$ cat config.mk
export PLATFORM = sky130hd
export DESIGN_NAME = wc_calendar
export DESIGN_NICKNAME = d
export VERILOG_FILES = /design/src/rtl/wc_pkg.sv /design/src/rtl/wc_time_step.sv /design/src/rtl/wc_date_step.sv /design/src/rtl/wc_commit.sv /design/src/rtl/wc_calendar.sv
export SDC_FILE = /design/constraint.sdc
export NUM_CORES = 1
export LEC_CHECK = 0
export CORE_ASPECT_RATIO = 0.8
export CORE_MARGIN = 5
export CORE_UTILIZATION = 50
export CTS_CLUSTER_SIZE = 40
export DETAILED_ROUTE_END_ITERATION = 7
export DONT_BUFFER_PORTS = 1
export GPL_TIMING_DRIVEN = 0
export PLACE_DENSITY_LB_ADDON = 0.25
export SLEW_MARGIN = 20
export SYNTH_ARGS = -nofsm -noshare
export SYNTH_HDL_FRONTEND = slang
export SYNTH_SLANG_ARGS = --single-unit
$ cat constraint.sdc
create_clock -name clk -period 4.28 [get_ports clk]
set_input_delay 0.642 -clock clk [delete_from_list [all_inputs] [get_ports clk]]
set_output_delay 0.642 -clock clk [all_outputs]
set_load 0.02 [all_outputs]
$ cat src/rtl/wc_pkg.sv
package wc_pkg;
    localparam int WORD_W = 32;
    localparam int SEC_LAST  = 59;
    localparam int MIN_LAST  = 59;
    localparam int HOUR_LAST = 23;
    localparam int MONTH_LAST = 12;
    localparam int DAY_W = 16;

    localparam logic [WORD_W-1:0] TIME_MASK  = 32'h001F_3F3F;
    localparam logic [WORD_W-1:0] CAL_MASK   = 32'h007F_0F1F;
    localparam logic [WORD_W-1:0] LIN_MASK   = 32'h0000_FFFF;
    localparam logic [WORD_W-1:0] DATE_RESET = 32'h0000_0101;

    // days in a month, leap flag chooses February length
    function automatic logic [4:0] month_len(input logic [3:0] mon, input logic leap);
        logic [4:0] len;
        case (mon)
            4'd2:                     len = leap ? 5'd29 : 5'd28;
            4'd4, 4'd6, 4'd9, 4'd11:  len = 5'd30;
            default:                  len = 5'd31;
        endcase
        return len;
    endfunction
endpackage

$ cat src/rtl/wc_time_step.sv
module wc_time_step
    import wc_pkg::*;
(
    input  logic [WORD_W-1:0] t_i,
    output logic [WORD_W-1:0] t_o,
    output logic              day_wrap_o
);
    logic [5:0] sc_d, mn_d;
    logic [4:0] hr_d;

    always_comb begin
        sc_d = t_i[5:0];
        mn_d = t_i[13:8];
        hr_d = t_i[20:16];
        day_wrap_o = 1'b0;
        if (int'(sc_d) >= SEC_LAST) begin
            sc_d = '0;
            if (int'(mn_d) >= MIN_LAST) begin
                mn_d = '0;
                if (int'(hr_d) >= HOUR_LAST) begin
                    hr_d = '0;
                    day_wrap_o = 1'b1;
                end else begin
                    hr_d = hr_d + 5'd1;
                end
            end else begin
                mn_d = mn_d + 6'd1;
            end
        end else begin
            sc_d = sc_d + 6'd1;
        end
        t_o = {11'b0, hr_d, 2'b0, mn_d, 2'b0, sc_d};
    end
endmodule

$ cat src/rtl/wc_date_step.sv
module wc_date_step
    import wc_pkg::*;
#(
    parameter int YEAR_LAST = 63
) (
    input  logic [WORD_W-1:0] d_i,
    input  logic              lin_i,
    output logic [WORD_W-1:0] d_o
);
    logic [4:0] day_d;
    logic [3:0] mon_d;
    logic [5:0] yr_d;
    logic       leap;
    logic [DAY_W-1:0] cnt_d;

    always_comb begin
        day_d = d_i[4:0];
        mon_d = d_i[11:8];
        yr_d  = d_i[21:16];
        leap  = d_i[22];
        cnt_d = d_i[DAY_W-1:0] + DAY_W'(1);
        if (day_d >= month_len(mon_d, leap)) begin
            day_d = 5'd1;
            if (int'(mon_d) >= MONTH_LAST) begin
                mon_d = 4'd1;
                if (int'(yr_d) >= YEAR_LAST) yr_d = '0;
                else                         yr_d = yr_d + 6'd1;
            end else begin
                mon_d = mon_d + 4'd1;
            end
        end else begin
            day_d = day_d + 5'd1;
        end
        if (lin_i) d_o = {{(WORD_W-DAY_W){1'b0}}, cnt_d};
        else       d_o = {9'b0, leap, yr_d, 4'b0, mon_d, 3'b0, day_d};
    end
endmodule

$ cat src/rtl/wc_commit.sv
module wc_commit #(
    parameter int W     = 32,
    parameter int TICKS = 2
) (
    input  logic         clk,
    input  logic         rst_n,
    input  logic         tick,
    input  logic         wr,
    input  logic [W-1:0] wdata,
    output logic         busy_o,
    output logic         fire_o,
    output logic [W-1:0] val_o
);
    localparam int CW = $clog2(TICKS + 1);

    typedef struct packed {
        logic          busy;
        logic [CW-1:0] cnt;
        logic [W-1:0]  val;
    } cm_t;

    cm_t s_d, s_q;
    logic fire;

    always_comb begin
        fire = s_q.busy && tick && (s_q.cnt == CW'(TICKS - 1));
        s_d  = s_q;
        if (fire) begin
            s_d.busy = 1'b0;
            s_d.cnt  = '0;
        end else if (s_q.busy && tick) begin
            s_d.cnt = s_q.cnt + CW'(1);
        end
        // a write only lands while idle; busy writes are dropped
        if (wr && !s_q.busy) begin
            s_d.busy = 1'b1;
            s_d.cnt  = '0;
            s_d.val  = wdata;
        end
    end

    always_ff @(posedge clk) begin
        if (!rst_n) s_q <= '0;
        else        s_q <= s_d;
    end

    assign busy_o = s_q.busy;
    assign fire_o = fire;
    assign val_o  = s_q.val;
endmodule

$ cat src/rtl/wc_calendar.sv
module wc_calendar
    import wc_pkg::*;
#(
    parameter int COMMIT_TICKS = 2,
    parameter int YEAR_LAST    = 63
) (
    input  logic              clk,
    input  logic              rst_n,
    input  logic              sec_tick,
    input  logic              lin_mode,
    input  logic              wr_time,
    input  logic              wr_date,
    input  logic [WORD_W-1:0] wr_data,
    output logic [WORD_W-1:0] time_o,
    output logic [WORD_W-1:0] date_o,
    output logic [WORD_W-1:0] status_o
);
    localparam int N_REG = 2;   // index 0 time, 1 date

    typedef struct packed {
        logic [WORD_W-1:0] tm;
        logic [WORD_W-1:0] dt;
    } cal_t;

    cal_t st_d, st_q;

    logic [N_REG-1:0]  wr_v, busy_v, fire_v;
    logic [WORD_W-1:0] pend_v [N_REG];
    logic [WORD_W-1:0] tm_next, dt_next;
    logic              day_wrap;

    assign wr_v = {wr_date, wr_time};

    for (genvar g = 0; g < N_REG; g++) begin : g_commit
        wc_commit #(.W(WORD_W), .TICKS(COMMIT_TICKS)) u_commit (
            .clk    (clk),
            .rst_n  (rst_n),
            .tick   (sec_tick),
            .wr     (wr_v[g]),
            .wdata  (wr_data),
            .busy_o (busy_v[g]),
            .fire_o (fire_v[g]),
            .val_o  (pend_v[g])
        );
    end

    wc_time_step u_time_step (
        .t_i        (st_q.tm),
        .t_o        (tm_next),
        .day_wrap_o (day_wrap)
    );

    wc_date_step #(.YEAR_LAST(YEAR_LAST)) u_date_step (
        .d_i   (st_q.dt),
        .lin_i (lin_mode),
        .d_o   (dt_next)
    );

    always_comb begin
        st_d = st_q;
        if (sec_tick) begin
            st_d.tm = tm_next;
            if (day_wrap) st_d.dt = dt_next;
        end
        // a commit replaces whatever the tick produced
        if (fire_v[0]) st_d.tm = pend_v[0] & TIME_MASK;
        if (fire_v[1]) st_d.dt = pend_v[1] & (lin_mode ? LIN_MASK : CAL_MASK);
    end

    always_ff @(posedge clk) begin
        if (!rst_n) begin
            st_q.tm <= '0;
            st_q.dt <= DATE_RESET;
        end else begin
            st_q <= st_d;
        end
    end

    assign time_o   = st_q.tm;
    assign date_o   = st_q.dt;
    assign status_o = {22'b0, 1'b0, busy_v[0], busy_v[1], 7'b0};
endmodule

Yosys cells after proc, flatten, opt, wreduce, memory -nomap -nowiden
Index checks and enable logic that the tools add are counted.
{"block": "word_totals", "ff_bits": 119, "elab_cells": 95}
{"block": "classes", "addsub": 9, "magnitude_cmp": 6, "n_eq_ne": 7, "mux": 31, "n_bitwise": 2, "reduce_logical": 27}
{"operator": "2-to-1 mux 35 bit", "count": 2}
{"operator": "2-to-1 mux 32 bit", "count": 2}
{"operator": "2-to-1 mux 53 bit", "count": 1}
{"operator": "2-to-1 mux 23 bit", "count": 2}
{"operator": "2-to-1 mux 6 bit", "count": 6}
{"operator": "bitwise AND 32 x 23 -> 32 bit", "count": 1}
{"operator": "2-to-1 mux 21 bit", "count": 1}
{"operator": "2-to-1 mux 5 bit", "count": 4}
{"operator": "adder 6 x 1 -> 6 bit, second input constant", "count": 3}
{"operator": "greater-or-equal comparator 6 bit, second input constant", "count": 3}
{"operator": "adder 16 x 1 -> 16 bit, second input constant", "count": 1}
{"operator": "nonzero test 2 bit", "count": 8}
{"operator": "adder 5 x 1 -> 5 bit, second input constant", "count": 2}
{"operator": "one-hot mux 5 bit (2 select lines)", "count": 1}
{"operator": "AND reduction 3 bit", "count": 3}
{"operator": "== test 4 x 3 -> 1 bit, second input constant", "count": 2}
{"operator": "== test 4 bit, second input constant", "count": 2}
{"operator": "2-to-1 mux 2 bit", "count": 4}
{"operator": "2-to-1 mux 4 bit", "count": 2}
{"operator": "logical AND 1 bit", "count": 6}
{"operator": "2-to-1 mux 1 bit", "count": 6}
{"operator": "nonzero test 3 bit", "count": 2}
{"operator": "OR reduction 3 bit", "count": 2}
{"operator": "greater-or-equal comparator 5 bit", "count": 1}
{"operator": "other kinds (11)", "count": 15}

Longest topological paths before layout
{"block": "depth", "depth_word": 9, "depth_mapped": 11, "depth_no_buf": 11}

Hierarchy
From an unflattened synthesis, not the netlist that was laid out.
{"block": "unflattened", "hier_cells": 949, "area_unflattened_um2": 7796.2}
{"module": "wc_commit", "instances": 2, "cells_per_inst": 190, "area_per_inst_um2": 1640.3}
{"module": "wc_calendar", "instances": 1, "cells_per_inst": 342, "area_per_inst_um2": 2986.6}
{"module": "wc_date_step", "instances": 1, "cells_per_inst": 142, "area_per_inst_um2": 924.6}
{"module": "wc_time_step", "instances": 1, "cells_per_inst": 85, "area_per_inst_um2": 604.3}

Worst setup path after synthesis
No wires, ideal clock.
{"block": "synth_path", "path_kind": "register to register", "startpoint": "register st_q (netlist bit date_o[8])", "endpoint": "register st_q (netlist bit date_o[21])", "t_arrival_ns": 2.313, "setup_slack_ns": 1.846, "path_stages_with_launch": 12, "path_cell_list": "dfxtp_1 > inv_1 > ha_1 > o21ai_0 > o21ai_0 > o21ai_0 > ha_1 > nand2b_1 > a21o_2 > nand2_1 > a21oi_1 > mux2_2"}
{"block": "synth_via", "elab_chain_cells": 6, "word_cells_on_any_way": 12, "cone_classes": "2 x order compare; 5 x eq/ne; 1 x mux; 4 x reduce/logical"}
{"item": "start: declaration", "line_no": "wc_calendar.sv:25", "rtl": "cal_t st_d, st_q;"}
{"item": "start signal: assignment", "line_no": "wc_calendar.sv:75", "rtl": "st_q <= st_d;"}
{"item": "== test 4 x 3 -> 1 bit / == test 4 bit (equally long branches)", "line_no": "wc_pkg.sv:17", "rtl": "case (mon)"}
{"item": "OR reduction 4 bit", "line_no": "wc_pkg.sv:17"}
{"item": "one-hot mux 5 bit (2 select lines)", "line_no": "wc_pkg.sv:17"}
{"item": "greater-or-equal comparator 5 bit", "line_no": "wc_date_step.sv:22", "rtl": "if (day_d >= month_len(mon_d, leap)) begin"}
{"item": "nonzero test 3 bit (no source line)"}
{"item": "AND reduction 4 bit (no source line) (*)"}
Mark *: on every way between the ends. The rest lies on a longest branch, timed or not.
A chain may end at the register's enable or synchronous reset.

Worst setup path in the final report
Same ends and word-level chain as after synthesis.

==> results.sh <==
export IMPL_fin_crit_ns=2.84
export IMPL_synth_edf_count=0
export IMPL_wl_um=15100
export IMPL_cts_max_path_buffers=2
export IMPL_synth_seq_area_share=0.348
export IMPL_clk_insertion_delay_late_ns=0.34
export IMPL_outcome="complete, no violations"
export IMPL_swShare=0.263
export IMPL_power_density_nw_per_um2=330
export IMPL_syn_cell_area_sq_um=4940
export IMPL_core_area_sq_um=9650
export IMPL_cts_buffers=9
export IMPL_vias_per_cell=5.67
export IMPL_postCtsSetupRepairBufs=0
export IMPL_irDropWorstVdd_mv=0.214
export IMPL_grt_usage=0.245
export IMPL_antenna_found_initial=0
export IMPL_arrival_ns=3.07
export IMPL_area_growth_pct=13.2
export IMPL_clockPowerShare=0.413
export IMPL_fin_crit_sh=0.663
export IMPL_min_delay_path_depth=2
export IMPL_grt_max_degree=14
export IMPL_n_antenna_cell=0
export IMPL_finClkSkew_ns=0.00829
export IMPL_overflow=0
export IMPL_syn_avg_cell_area_sq_um=7.54
export IMPL_drv_slew=0
export IMPL_report_power_total_uw=1840
export IMPL_rr_startpoint="date_o[8]$_SDFFE_PN1P_"
export IMPL_hold_class="primary input to flip-flop"
export IMPL_initial_utilization=0.512
export IMPL_ff2ff_setup_slack_ns=1.44
export IMPL_dp_hpwl_um=11400
export IMPL_ctsResizeCount=0
export IMPL_root_buffer="clkbuf_16"
export IMPL_io_pins=134
export IMPL_first_global_vias=4431
export IMPL_drt_iter0_drc=455
export IMPL_setup_violations=0
export IMPL_synth_top_area_cell="dfxtp_1"
export IMPL_grt_pass1_wl_um=23300
export IMPL_wl_per_cell_um=17.6
export IMPL_path_class="flip-flop to flip-flop"
export IMPL_gp_congestion=0.941
export IMPL_hold_viol=0
export IMPL_first_pass_iters=5
export IMPL_port_buffers=0
export IMPL_cp_max_fo=7
export IMPL_min_from="wr_data[13]"
export IMPL_nets=771
export IMPL_dp_worst_setup_slack_ns=1.42
export IMPL_synth_async_reset_ratio=0
export IMPL_drc=0
export IMPL_drv_cap=0
export IMPL_p_leak_uw=0.00227
export IMPL_synthFlopType="dfxtp_1"
export IMPL_fin_tns_setup_ns=0
export IMPL_ff_latch_area_sq_um=1720
export IMPL_holdPathEnd="g_commit[1].u_commit.val_o[13]$_SDFFE_PN0P_"
export IMPL_die_y_um=98.9
export IMPL_ant_nets=0
export IMPL_seqPwrFrac=0.465
export IMPL_synth_top_area_share=0.348
export IMPL_required_ns=4.51
export IMPL_die_x_um=121
export IMPL_synth_area_leaders="dfxtp_1 (35%), nand2_1 (10%), buf_4 (8.5%)"
export IMPL_cts_htree_levels=3
export IMPL_rows=32
export IMPL_yosys_warnings=0
export IMPL_fill_cells=937
export IMPL_worstSetupStartpointType="flip-flop"
export IMPL_ys_ff_latch=86
export IMPL_cts_tree="yes"
export IMPL_multi_input_area_sq_um=2740
export IMPL_syn_inst=656
export IMPL_pwr_share_comb=0.121
export IMPL_critPathCaptureType="flip-flop"
export IMPL_dr_total_vias=4880
export IMPL_reg2reg_to="date_o[21]$_SDFFE_PN0P_"
export IMPL_setup_ws_ns=1.44
export IMPL_max_slew_margin=0.523
export IMPL_max_freq_mhz=353
export IMPL_path_clk_slew_ns=0.06
export IMPL_layout_drive_gt1_share=0.133
export IMPL_synth_distinct_cells=68
export IMPL_p_sw_uw=486
export IMPL_rsz0062_at_grt="false"
export IMPL_internal_power_uw=1360
export IMPL_ctsHoldBuffers=0
export IMPL_reg2reg_depth=11
export IMPL_worst_pin_slew_ns=0.715
export IMPL_clkSinkCount=86
export IMPL_dieArea_sq_um=12000
==> cell type report <==
class	instances	area share
Buffer	96	0.115
Inverter	11	0.00738
Clock inverter	4	0.00872
Clock buffer	11	0.0416
Multi-Input combinational cell	516	0.489
Sequential cell	86	0.308
Tap cell	136	0.0304
==> sequential cells by signal (all words and copies together) (netlist names) <==
name and cells:
g_commit.u_commit.val_o 40, date_o 23, time_o 17, g_commit.u_commit.s_q 4, g_commit.u_commit.busy_o 2
==> cell usage after synthesis, types with 4 or more instances <==
cell type,number
nand2_1,137
or3_1,5
o31ai_1,8
nand2b_1,6
buf_6,4
nand3_1,22
ha_1,13
nand4_1,4
nor4_1,4
nor2_1,36
a31oi_1,10
o22ai_1,7
buf_2,5
a22oi_1,4
a21oi_1,80
dfxtp_1,86
clkbuf_1,22
inv_1,10
a211oi_1,7
and2_1,4
and3_1,8
o21ai_0,32
nor3_1,12
buf_4,56
o211ai_1,7
mux2i_1,4
==> placed cells by master (no fill, tap or decap), types with 10 or more instances in the layout <==
cell type	count
nand2_1	137
conb_1	54
nor3_1	12
dfxtp_1	86
a21oi_1	80
buf_4	56
nand3_1	22
ha_1	13
a31oi_1	10
clkbuf_1	24
o21ai_0	32
inv_1	10
nor2_1	36
==> kinds of logic (layout without fill, tap and decap cells) <==
kind of cell,after synthesis,after routing,synth area share
other,1,54,0.000758
multiplexers,5,5,0.0104
AND/OR/NAND/NOR,254,254,0.230
XOR/XNOR,2,2,0.00354
adder cells (fa/ha/maj),13,13,0.0329
buffers and inverters,107,122,0.139
flip-flops,86,86,0.348
AO/OA/AOI/OAI,188,188,0.236
==> critical path: stages, from the launching register on <==
cell and delay, ns:
dfxtp_1 0.55, inv_1 0.19, ha_1 0.24, o21ai_0 0.16, o21ai_0 0.10, o21ai_0 0.16, ha_1 0.13, nand2b_1 0.12
a21o_2 0.24, nand2_1 0.10, a21oi_1 0.37, mux2_2 0.38
==> per-layer routing <==
| layer | track usage | up-vias | share of wire |
|---|---|---|---|
| met4 | 0.0698 | 0 | 0.016 |
| li1 | - | 2323 | - |
| met1 | 0.339 | 2266 | 0.44 |
| met2 | 0.371 | 264 | 0.43 |
| met3 | 0.0717 | 27 | 0.11 |
| met5 | 0 | - | 0 |
==> worst max-delay path by stage <==
| stage | from | to | slack (ns) | cells past startpoint |
|---|---|---|---|---|
| floorplan | date_o[8]$_SDFFE_PN1P_ | date_o[21]$_SDFFE_PN0P_ | 1.85 | 11 |
| global placement | date_o[8]$_SDFFE_PN1P_ | date_o[21]$_SDFFE_PN0P_ | 1.50 | 11 |
| detailed placement | date_o[8]$_SDFFE_PN1P_ | date_o[21]$_SDFFE_PN0P_ | 1.42 | 11 |
| CTS | date_o[8]$_SDFFE_PN1P_ | date_o[21]$_SDFFE_PN0P_ | 1.43 | 11 |
| global route | date_o[8]$_SDFFE_PN1P_ | date_o[21]$_SDFFE_PN0P_ | 1.20 | 11 |
| finish | date_o[8]$_SDFFE_PN1P_ | date_o[21]$_SDFFE_PN0P_ | 1.44 | 11 |
==> power by group through the flow <==
stage          Clock [uW]  Sequential, uW  Combinational, uW
6_report              762             858                224
3_3_place_gp            0             874                214
4_1_cts               769             858                218
3_5_place_dp            0             875                218
5_1_grt               801             861                244
2_1_floorplan           0             867                183
==> metrics by stage <==
| stage | area, sq um | utilization | std cells | hold slack [ns] |
|---|---|---|---|---|
| 2_1_floorplan | 5140 | - | 709 | 0.432 |
| 3_3_place_gp | 5310 | 0.551 | 845 | 0.443 |
| 3_5_place_dp | 5310 | 0.551 | 845 | 0.446 |
| 4_1_cts | 5600 | 0.580 | 860 | 0.428 |
| 5_1_grt | 5600 | 0.580 | 860 | 0.427 |
| 6_report | 5600 | 0.580 | 860 | 0.430 |
Note: power is estimated with default switching activity, not from simulation.
